==> src/rtl/smbt_pkg.sv <==
package smbt_pkg;
    localparam int DW = 8;          // data byte width
    localparam int AW = DW - 1;     // target address width
    localparam int PW = 8;          // register pointer width
    localparam int CW = $clog2(DW); // bit counter width

    typedef enum logic [2:0] {
        ST_IDLE,
        ST_ADDR,
        ST_ACK,
        ST_WR,
        ST_RD,
        ST_RD_ACK,
        ST_RD_LOAD,
        ST_IGNORE
    } eng_state_t;

    typedef struct packed {
        eng_state_t     st;
        logic [CW-1:0]  cnt;
        logic [DW-1:0]  sh;
        logic [PW-1:0]  ptr;
        logic           oe;
        logic           ack_on;
        logic           rw;
        logic           first;
        logic           we;
        logic [DW-1:0]  wdata;
    } eng_regs_t;
endpackage

==> src/rtl/smbt_line_sync.sv <==
module smbt_line_sync #(
    parameter int STAGES = 2
) (
    input  logic clk,
    input  logic rst_n,
    input  logic scl_raw,
    input  logic sda_raw,
    output logic scl,
    output logic sda,
    output logic scl_rise,
    output logic scl_fall,
    output logic start_det,
    output logic stop_det
);
    logic [STAGES-1:0] scl_pipe_d, scl_pipe_q;
    logic [STAGES-1:0] sda_pipe_d, sda_pipe_q;
    logic              scl_last_d, scl_last_q;
    logic              sda_last_d, sda_last_q;

    always_comb begin
        scl_pipe_d = {scl_pipe_q[STAGES-2:0], scl_raw};
        sda_pipe_d = {sda_pipe_q[STAGES-2:0], sda_raw};
        scl_last_d = scl_pipe_q[STAGES-1];
        sda_last_d = sda_pipe_q[STAGES-1];
    end

    always_ff @(posedge clk or negedge rst_n) begin
        if (!rst_n) begin
            scl_pipe_q <= '1;
            sda_pipe_q <= '1;
            scl_last_q <= 1'b1;
            sda_last_q <= 1'b1;
        end else begin
            scl_pipe_q <= scl_pipe_d;
            sda_pipe_q <= sda_pipe_d;
            scl_last_q <= scl_last_d;
            sda_last_q <= sda_last_d;
        end
    end

    assign scl       = scl_pipe_q[STAGES-1];
    assign sda       = sda_pipe_q[STAGES-1];
    assign scl_rise  = scl & ~scl_last_q;
    assign scl_fall  = ~scl & scl_last_q;
    assign start_det = scl & scl_last_q & sda_last_q & ~sda;
    assign stop_det  = scl & scl_last_q & ~sda_last_q & sda;


    start_stop_excl_chk: assert property (@(posedge clk) disable iff (!rst_n)
        !(start_det && stop_det));
endmodule

==> src/rtl/smbt_engine.sv <==
module smbt_engine
    import smbt_pkg::*;
(
    input  logic          clk,
    input  logic          rst_n,
    input  logic          scl,
    input  logic          sda,
    input  logic          scl_rise,
    input  logic          scl_fall,
    input  logic          start_det,
    input  logic          stop_det,
    input  logic [AW-1:0] own_addr,
    input  logic [DW-1:0] rdata,
    output logic          sda_oe,
    output logic [PW-1:0] ptr,
    output logic [DW-1:0] wdata,
    output logic          we
);
    eng_regs_t q, d;
    logic [DW-1:0] byte_in;

    assign byte_in = {q.sh[DW-2:0], sda};

    always_comb begin
        d    = q;
        d.we = 1'b0;
        if (q.we) d.ptr = q.ptr + 1'b1;

        unique case (q.st)
            ST_ADDR: if (scl_rise) begin
                d.sh  = byte_in;
                d.cnt = q.cnt + 1'b1;
                if (q.cnt == CW'(DW-1)) begin
                    if (q.sh[AW-1:0] == own_addr) begin
                        d.rw    = sda;
                        d.first = 1'b1;
                        d.st    = ST_ACK;
                    end else begin
                        d.st = ST_IGNORE;
                    end
                end
            end
            ST_ACK: if (scl_fall) begin
                if (!q.ack_on) begin
                    d.ack_on = 1'b1;
                    d.oe     = 1'b1;
                end else begin
                    d.ack_on = 1'b0;
                    d.cnt    = '0;
                    if (q.rw) begin
                        d.sh = rdata;
                        d.oe = ~rdata[DW-1];
                        d.st = ST_RD;
                    end else begin
                        d.oe = 1'b0;
                        d.st = ST_WR;
                    end
                end
            end
            ST_WR: if (scl_rise) begin
                d.sh  = byte_in;
                d.cnt = q.cnt + 1'b1;
                if (q.cnt == CW'(DW-1)) begin
                    if (q.first) begin
                        d.ptr   = PW'(byte_in);
                        d.first = 1'b0;
                    end else begin
                        d.we    = 1'b1;
                        d.wdata = byte_in;
                    end
                    d.st = ST_ACK;
                end
            end
            ST_RD: if (scl_fall) begin
                if (q.cnt == CW'(DW-1)) begin
                    d.oe = 1'b0;
                    d.st = ST_RD_ACK;
                end else begin
                    d.sh  = {q.sh[DW-2:0], 1'b0};
                    d.oe  = ~q.sh[DW-2];
                    d.cnt = q.cnt + 1'b1;
                end
            end
            ST_RD_ACK: if (scl_rise) begin
                d.ptr = q.ptr + 1'b1;
                d.st  = sda ? ST_IGNORE : ST_RD_LOAD;
            end
            ST_RD_LOAD: if (scl_fall) begin
                d.sh  = rdata;
                d.oe  = ~rdata[DW-1];
                d.cnt = '0;
                d.st  = ST_RD;
            end
            default: ;
        endcase

        if (start_det) begin
            d.st     = ST_ADDR;
            d.cnt    = '0;
            d.oe     = 1'b0;
            d.ack_on = 1'b0;
        end else if (stop_det) begin
            d.st     = ST_IDLE;
            d.oe     = 1'b0;
            d.ack_on = 1'b0;
        end
    end

    always_ff @(posedge clk or negedge rst_n) begin
        if (!rst_n) begin
            q <= '{st: ST_IDLE, cnt: '0, sh: '0, ptr: '0, oe: 1'b0,
                   ack_on: 1'b0, rw: 1'b0, first: 1'b0, we: 1'b0, wdata: '0};
        end else begin
            q <= d;
        end
    end

    assign sda_oe = q.oe;
    assign ptr    = q.ptr;
    assign wdata  = q.wdata;
    assign we     = q.we;


    oe_scl_low_chk: assert property (@(posedge clk) disable iff (!rst_n)
        (q.oe != $past(q.oe)) |-> !scl);

    we_single_chk: assert property (@(posedge clk) disable iff (!rst_n)
        q.we |=> !q.we);

    stop_idle_chk: assert property (@(posedge clk) disable iff (!rst_n)
        stop_det |=> (q.st == ST_IDLE) && !q.oe);

    ignore_quiet_chk: assert property (@(posedge clk) disable iff (!rst_n)
        (q.st == ST_IGNORE) |-> (!q.oe && !q.we));

    ptr_wrap_chk: assert property (@(posedge clk) disable iff (!rst_n)
        (q.we && q.ptr == '1) |=> (q.ptr == '0));
endmodule

==> src/rtl/smb_target_regif.sv <==
module smb_target_regif
    import smbt_pkg::*;
#(
    parameter int SYNC_STAGES = 2
) (
    input  logic          clk,
    input  logic          rst_n,
    input  logic          scl_in,
    input  logic          sda_in,
    input  logic [AW-1:0] own_addr,
    output logic          sda_oe,
    output logic [PW-1:0] reg_addr,
    output logic [DW-1:0] reg_wdata,
    output logic          reg_we,
    input  logic [DW-1:0] reg_rdata
);
    logic scl_s, sda_s, scl_rise, scl_fall, start_det, stop_det;

    smbt_line_sync #(.STAGES(SYNC_STAGES)) u_sync (
        .clk      (clk),
        .rst_n    (rst_n),
        .scl_raw  (scl_in),
        .sda_raw  (sda_in),
        .scl      (scl_s),
        .sda      (sda_s),
        .scl_rise (scl_rise),
        .scl_fall (scl_fall),
        .start_det(start_det),
        .stop_det (stop_det)
    );

    smbt_engine u_eng (
        .clk      (clk),
        .rst_n    (rst_n),
        .scl      (scl_s),
        .sda      (sda_s),
        .scl_rise (scl_rise),
        .scl_fall (scl_fall),
        .start_det(start_det),
        .stop_det (stop_det),
        .own_addr (own_addr),
        .rdata    (reg_rdata),
        .sda_oe   (sda_oe),
        .ptr      (reg_addr),
        .wdata    (reg_wdata),
        .we       (reg_we)
    );
endmodule

==> config.mk <==
export PLATFORM = sky130hd
export DESIGN_NAME = smb_target_regif
export DESIGN_NICKNAME = d
export VERILOG_FILES = /design/src/rtl/smbt_pkg.sv /design/src/rtl/smbt_line_sync.sv /design/src/rtl/smbt_engine.sv /design/src/rtl/smb_target_regif.sv
export SDC_FILE = /design/constraint.sdc
export NUM_CORES = 1
export LEC_CHECK = 0
export BUFFER_PORTS_ARGS = -buffer_cell sky130_fd_sc_hd__buf_2
export CORE_MARGIN = 3
export CORE_UTILIZATION = 56
export CTS_CLUSTER_DIAMETER = 150
export DETAILED_ROUTE_END_ITERATION = 7
export GPL_ROUTABILITY_DRIVEN = 0
export PLACE_DENSITY = 0.84
export SYNTH_ARGS = -nofsm -noshare
export SYNTH_HDL_FRONTEND = slang
export SYNTH_HIERARCHICAL = 1
export SYNTH_SLANG_ARGS = --single-unit
==> constraint.sdc <==
create_clock -name clk -period 2.2 [get_ports clk]
set_input_delay 0.11 -clock clk [delete_from_list [all_inputs] [get_ports clk]]
set_output_delay 0.11 -clock clk [all_outputs]
set_load 0.02 [all_outputs]
# [After elaboration in Yosys (flattened, before gate mapping)]
# Cells that the tools add are included.
[op_classes] n_bitwise=14 n_addsub=2 muxes=43 reduce_logical=15 n_eq_ne=36
[op_table] op="two-way mux 14 bit" count=5
[op_table] op="case mux 11 bit (5 select lines)" count=1
[op_table] op="two-way mux 8 bit" count=5
[op_table] op="two-way mux 3 bit" count=9
[op_table] op="!= test 4 bit, second input constant" count=6
[op_table] op="two-way mux 22 bit" count=1
[op_table] op="two-way mux 10 bit" count=2
[op_table] op="two-way mux 9 bit" count=2
[op_table] op="!= test 3 bit, second input constant" count=6
[op_table] op="case mux 3 bit (6 select lines)" count=1
[op_table] op="!= test 4 x 3 -> 1 bit, second input constant" count=4
[op_table] op="case mux 8 bit (2 select lines)" count=1
[op_table] op="== test 3 bit, second input constant" count=4
[op_table] op="!= test 2 bit, second input constant" count=6
[op_table] op="AND reduction 4 bit" count=3
[op_table] op="two-way mux 11 bit" count=1
[op_table] op="AND reduction 11 bit" count=1
[op_table] op="!= test 2 x 1 -> 1 bit, second input constant" count=5
[op_table] op="nonzero test 5 bit" count=2
[op_table] op="two-way mux 1 bit" count=9
[op_table] op="AND reduction 9 bit" count=1
[op_table] op="adder 8 x 1 -> 8 bit, second input constant" count=1
[op_table] op="two-way mux 2 bit" count=4
[op_table] op="AND reduction 8 bit" count=1
[op_table] op="other kinds (15)" count=29
[totals] inputBits=19 out_inout_bits=18 ff_bits=40

# [Logic depth before layout (Yosys ltp)]
# Gate-level depths: netlist (run 1).
[logic_depth] word_depth=8 ltp_mapped=8

# [By module]
# The synthesis (run 1) kept the hierarchy.
[modules_own_cells] mod="smbt_engine" instances=1 cells_per_inst=232 area_each_um2=2140.8
[modules_own_cells] mod="smbt_line_sync" instances=1 cells_per_inst=10 area_each_um2=190.2

# [Worst setup path after synthesis (run 1)]
# No wires, ideal clock.
[synth_timing] path_type="reg-to-reg" startpoint="register u_sync.scl_pipe_q[1]" endpoint="register u_eng.q (netlist bit u_eng/wdata[0])" path_stages_with_launch=6 setup_slack_ns=0.353 synth_period_minus_slack_ns=1.847 arrival_time_ns=1.722 setup_time_ns=0.125 path_cell_list="dfstp_2 > nor2b_1 > buf_2 > nand2_1 > nor3_2 > mux2_2"
[synth_between] elab_chain_cells=2
[synth_rtl] element="start, declared" line="smbt_line_sync.sv:15" text="logic [STAGES-1:0] scl_pipe_d, scl_pipe_q;"
[synth_rtl] element="start signal, assigned" line="smbt_line_sync.sv:34" text="scl_pipe_q <= scl_pipe_d;"
[synth_rtl] element="AND 1 bit" line="smbt_line_sync.sv:43" text="assign scl_rise = scl & ~scl_last_q;"
[synth_rtl] element="net scl_rise" line="smb_target_regif.sv:17" text="logic scl_s, sda_s, scl_rise, scl_fall, start_det, stop_det;"
[synth_rtl] element="AND reduction 4 bit (no source line)"
[synth_rtl] element="end signal, assigned" line="smbt_engine.sv:111" text="q <= '{st: ST_IDLE, cnt: '0, sh: '0, ptr: '0, oe: 1'b0,"
[synth_rtl] element="end, declared" line="smbt_engine.sv:19" text="eng_regs_t q, d;"
# The timed path passes the listed nets, and every way through them passes these cells.
# A chain may end at the register's enable or synchronous reset.

==> flow_summary.json, run 1 <==
{
  "cp-end-kind": "register",
  "io_buffers": 36,
  "cts_tree": "done",
  "nets": 292,
  "power_density_mw_per_mm2": 1010,
  "overflow": 0,
  "drt_iter0_drc": 303,
  "clock-root-buffer": "clkbuf_8",
  "ff2ff_path_depth": 6,
  "synthesis.area_mm2": 0.00233,
  "die_h_um": 70.5,
  "drt-total-wl_um": 5160,
  "fin_crit_ps": 1930,
  "timing.fmax_ghz": 0.519,
  "pre_cts_slack_ps": 309,
  "num_vias": 1905,
  "fin_hold_ws_ps": 145,
  "rsz0062_at_grt": "no",
  "hold_class": "primary input to register",
  "postSynthAreaPerCell_um2": 9.63,
  "clk_pin_slew_ps": 80,
  "start_kind": "register",
  "antenna_left": 0,
  "cts_buffers": 5,
  "seq_area_frac_synth_pct": 43.3,
  "insertion_delay_ps": 290,
  "ys_ff_latch": 40,
  "yosys.area.top_type": "dfrtp_1",
  "pin_count": 37,
  "outcome": "finished clean",
  "syn_inst": 242,
  "crit_arrival_ps": 2110,
  "setup_violations": 0,
  "viasPerCell": 5.97,
  "fin_tns_setup_ps": 0,
  "synth_common_cells": "34 x dfrtp_1, 21 x nor2_1, 20 x a21oi_1",
  "critPathMaxFanout": 6,
  "yosysTopAreaCellShare_pct": 36.5,
  "fin_ws_ps": 275,
  "synth_cell_types": 44,
  "synth_warnings": 6,
  "fin_util_pct": 67.3,
  "wl_per_cell_um": 16.2,
  "static-leakage-power_uw": 0.00122,
  "die-area_mm2": 0.00497,
  "grt_pass1_vias": 1807,
  "area_growth_pct": 10.5,
  "maxCapViolCount": 0,
  "synth-async-reset-ratio_pct": 100,
  "drive_gt1_share_pct": 25.8,
  "antenna_found_initial": 0,
  "peakVddDrop_uv": 670,
  "worstSetupPathType": "register to register",
  "syn_nets": 264,
  "diodes": 0,
  "yosysMostFrequentCell": "dfrtp_1",
  "initial_core_util_pct": 60.9,
  "ff2ff_setup_slack_ps": 270,
  "synth_enable_flop_cells": 0,
  "coreArea_mm2": 0.00383,
  "hold_viol": 0,
  "track_usage_pct": 21.7,
  "clock_path_buffers": 2,
  "maxSlewViolCount": 0,
  "htreeDepth": 2,
  "ys.flop_type": "dfrtp_1",
  "post-route-period-util_pct": 87.5,
  "worst_slew_pin_slew_ps": 885,
  "p_total_uw": 2590,
  "synthTopCellsByArea": "dfrtp_1 37%, dfstp_2 6.8%, buf_4 5.5%",
  "timing.rr.end": "u_eng/ptr[7]",
  "cp.required_ps": 2380,
  "rr_startpoint": "u_sync/scl_pipe_q[1]",
  "post_cts_resized": 0,
  "numClockSinks": 40,
  "grt_max_degree": 41,
  "min_path_cells": 3,
  "skew_ps": 8.40,
  "nFillCells": 298,
  "regArea_mm2": 0.00101,
  "grt_pass1_wl_um": 8590,
  "dr.pass1.iters": 4,
  "min_to": "u_eng/byte_in[4]",
  "num_rows": 22,
  "hpwl_um": 3730,
  "multiInputGateArea_mm2": 0.00116,
  "die_width_um": 70.5,
  "max_slew_margin_pct": 41.0,
  "drc": 0,
  "min_from": "reg_rdata[3]"
}
[report_power, final]
part	switching, uW	internal (uW)	leakage (uW)
sequential	228	887	0.000501
clock	248	221	0.0000412
combinational	568	439	0.000682
total	1040	1550	0.00122
[worst max-delay path: stages (launching register included)]
cell and delay [ps]:
dfstp_2 560, nor2b_1 170, and4b_1 280, or2_2 190, or3b_1 390, xor2_1 160, o21ai_1 70
[routing by layer]
metal | vias up | global-route usage (%) | wire length (um)
li1 | 916 | - | -
met1 | 911 | 30.4 | 2280
met2 | 74 | 33.9 | 2510
met3 | 4 | 4.32 | 330
met4 | 0 | 6.60 | 39
met5 | - | 0 | 0
[timing repair]
item	CTS	global route
buffers inserted	0	0
endpoints found under the hold margin	36	0
setup endpoints to repair	0	0
hold buffers	3	0
[area by class of cell]
cell class | count | area share (%)
timing repair buffer | 46 | 10.2
tap | 48 | 2.33
clock buffer | 6 | 2.82
clock inverter | 2 | 0.486
multi-input combinational | 177 | 45.0
sequential | 40 | 39.2
[placed cells by master, fill, tap and decap left out, types with 7 or more instances in the layout]
master,n
dfrtp_1,34
buf_4,7
buf_2,36
nand2b_1,7
mux2_2,10
nand2_1,15
a22oi_1,10
nor2_1,21
xor2_1,8
a21oi_1,20
o21ai_0,11
nor2b_1,7
[worst max-delay path by stage]
stage / from / endpoint / cells after the start
6_report: u_sync/scl_pipe_q[1] / u_eng/ptr[7] / 6
5_1_grt: u_sync/sda_pipe_q[1] / u_eng/q[32] / 5
4_1_cts: u_sync/scl_pipe_q[1] / u_eng/ptr[7] / 6
3_5_place_dp: u_sync/scl_pipe_q[1] / u_eng/ptr[7] / 6
3_3_place_gp: u_sync/scl_pipe_q[1] / u_eng/ptr[7] / 6
2_1_floorplan: u_sync/scl_pipe_q[1] / u_eng/wdata[0] / 5
[state kept, by name (all words and copies together), names as in the netlist]
name,count
u_sync/sda_last_q,1
u_sync/scl_pipe_q,2
u_eng/sda_oe,1
u_sync/scl_last_q,1
u_eng/byte_in,7
u_eng/wdata,8
u_sync/sda_pipe_q,2
u_eng/we,1
u_eng/q,9
u_eng/ptr,8
[logic make-up after synthesis]
group                    synth area share, %
flip-flops                              43.3
AO/OA/AOI/OAI                           18.4
AND/OR/NAND/NOR                         18.7
adder cells (fa/ha/maj)                 1.61
multiplexers                            6.55
buffers and inverters                   7.03
XOR/XNOR                                4.51
[per-stage QoR]
stage / cells / area (um^2)
after floorplan: 242 / 2330
after global placement: 308 / 2460
after detailed placement: 308 / 2460
after CTS: 319 / 2570
after global routing: 319 / 2570
final: 319 / 2570
No activity file was read; power rests on OpenSTA's default activity.
==> inputs of run 2 (changes only) <==
==> constraint.sdc (replaced) <==
create_clock -name clk -period 2.1 [get_ports clk]
set_input_delay 0.105 -clock clk [delete_from_list [all_inputs] [get_ports clk]]
set_output_delay 0.105 -clock clk [all_outputs]
set_load 0.02 [all_outputs]
==> run 2 against run 1 <==
Setup slack got worse by 150 ps. First-iteration DRC count down 15%. Final area increased by 0.29%. Flip-flop and latch count unchanged. Register-to-register slack worse by 150 ps. Combinational power up 9%. Critical path type unchanged. Largest cell class unchanged.
==> flow_summary.json, run 2 (same netlist as run 1, synthesis figures left out) <==
{
  "crit_arrival_ps": 2160,
  "power_density_mw_per_mm2": 1080,
  "pin_count": 37,
  "drt-total-wl_um": 5340,
  "rr_startpoint": "u_eng/byte_in[1]",
  "cp.required_ps": 2280,
  "max_slew_margin_pct": 43.1,
  "startpoint": "u_eng/byte_in[1]",
  "num_rows": 22,
  "ff2ff_setup_slack_ps": 130,
  "timing.fmax_ghz": 0.507,
  "wl_met1_um": 2370,
  "top_layer": "met4",
  "cpMostUsedCell": "nor4_1",
  "die_width_um": 70.5,
  "clock_path_buffers": 2,
  "fin_tns_setup_ps": 0,
  "fin_crit_ps": 1970,
  "initial_core_util_pct": 60.9,
  "stdcell_count": 320,
  "largest_reg_flops": 9,
  "hold_class": "primary input to register",
  "min_from": "reg_rdata[3]",
  "ff2ff_path_depth": 5,
  "die_h_um": 70.5,
  "top_register": "u_eng/q",
  "coreArea_mm2": 0.00383,
  "area_growth_pct": 10.8,
  "rsz0062_at_grt": "no",
  "clock-root-buffer": "clkbuf_8",
  "wl_met3_um": 327,
  "start_kind": "register",
  "setup_violations": 0,
  "maxCapViolCount": 0,
  "num_vias": 1964,
  "skew_ps": 4.69,
  "timing.critical_path.buf_inv": 0,
  "max_stage_delay_ps": 450,
  "cpMaxStageDelayCell": "dfrtp_1",
  "crit_chain": "xor2_1 -> nor4_1 -> nand4_1 -> nor4_1 -> mux2_2",
  "post-route-period-util_pct": 93.9,
  "min_to": "u_eng/byte_in[4]",
  "min_path_cells": 3,
  "hold_viol": 0,
  "dr.pass1.iters": 5,
  "place_inst": 309,
  "cp-end-kind": "register",
  "antenna_found_initial": 0,
  "wl_per_cell_um": 16.7,
  "grt_max_degree": 41,
  "crit_family": "simple AND/OR/NAND/NOR gates",
  "maxSlewViolCount": 0,
  "nets": 293,
  "outcome": "finished clean",
  "dr_wl_met2_um": 2550,
  "antenna_left": 0,
  "layout_commonest_cell": "buf_2",
  "peakVddDrop_uv": 752,
  "numClockSinks": 40,
  "mostFrequentLayoutCells": "36 x buf_2, 34 x dfrtp_1, 21 x nor2_1, 20 x a21oi_1, 15 x nand2_1",
  "drt_iter0_drc": 259,
  "viasPerCell": 6.14,
  "hpwl_um": 3840,
  "worst_slew_pin_slew_ps": 853,
  "htreeDepth": 2,
  "overflow": 0,
  "drc": 0,
  "io_buffers": 36,
  "drive_gt1_share_pct": 26.1,
  "grt_pass1_wl_um": 8970,
  "worstSetupPathType": "register to register",
  "timing.rr.end": "u_eng/q[10]",
  "die-area_mm2": 0.00497,
  "critPathMaxFanout": 5,
  "insertion_delay_ps": 290,
  "cts_buffers": 5,
  "cts_tree": "done",
  "diodes": 0,
  "nFillCells": 304,
  "clk_pin_slew_ps": 80,
  "grt_pass1_vias": 1881,
  "fin_hold_ws_ps": 160,
  "static-leakage-power_uw": 0.00123,
  "track_usage_pct": 22.7
}
## run 2: cell count changes in the layout (fill, tap and decap cells not counted)
cell / previous run / this run
buf_4: 7 / 8
## run 2: how the worst max path moves through the flow
| stage | end | slack, ps | cells after the start |
|---|---|---|---|
| after detailed placement | u_eng/q[10] | 170 | 5 |
| after CTS | u_eng/q[10] | 160 | 5 |
| after global placement | u_eng/q[10] | 190 | 5 |
| final | u_eng/q[10] | 130 | 5 |
| after floorplan | u_eng/wdata[0] | 250 | 5 |
| after global routing | u_eng/q[10] | 50 | 5 |
## run 2: through the flow
step / cell area, um^2 / util (%) / setup WS (ps) / total power (uW)
after floorplan: 2330 / - / 253 / 1950
final: 2580 / 67.5 / 128 / 2780
after global routing: 2580 / 67.5 / 53.9 / 2970
after global placement: 2470 / 64.5 / 187 / 2200
after CTS: 2580 / 67.5 / 160 / 2770
after detailed placement: 2470 / 64.5 / 171 / 2260
## run 2: cell type report
class	count	area [um^2]	area share, %
multi-input combinational	177	1160	44.9
clock inverter	2	12.5	0.484
tap	48	60.1	2.33
timing repair buffer	47	270	10.5
clock buffer	6	72.6	2.81
sequential	40	1010	39.1
## run 2: where the power goes
part	internal, uW	switching (uW)	leakage, uW	total [uW]
registers	929	249	0.000501	1180
logic	472	632	0.000687	1100
clock network	232	264	0.0000412	496
## run 2: metal layers
layer / GRT usage [%] / up-vias
met3: 4.32 / 14
met1: 31.2 / 956
met4: 8.30 / 0
met2: 35.9 / 84
met5: 0 / -
li1: - / 910
## run 2: worst min-delay path, cell delays in order
cell and delay (ps):
buf_2 70, a22oi_1 70, a21oi_1 160
## run 2: timing repair
action                                 4_1_cts  5_1_grt
resized for setup                            0        0
buffers inserted                             0        0
hold buffers                                 3        0
endpoints found under the hold margin       36        0
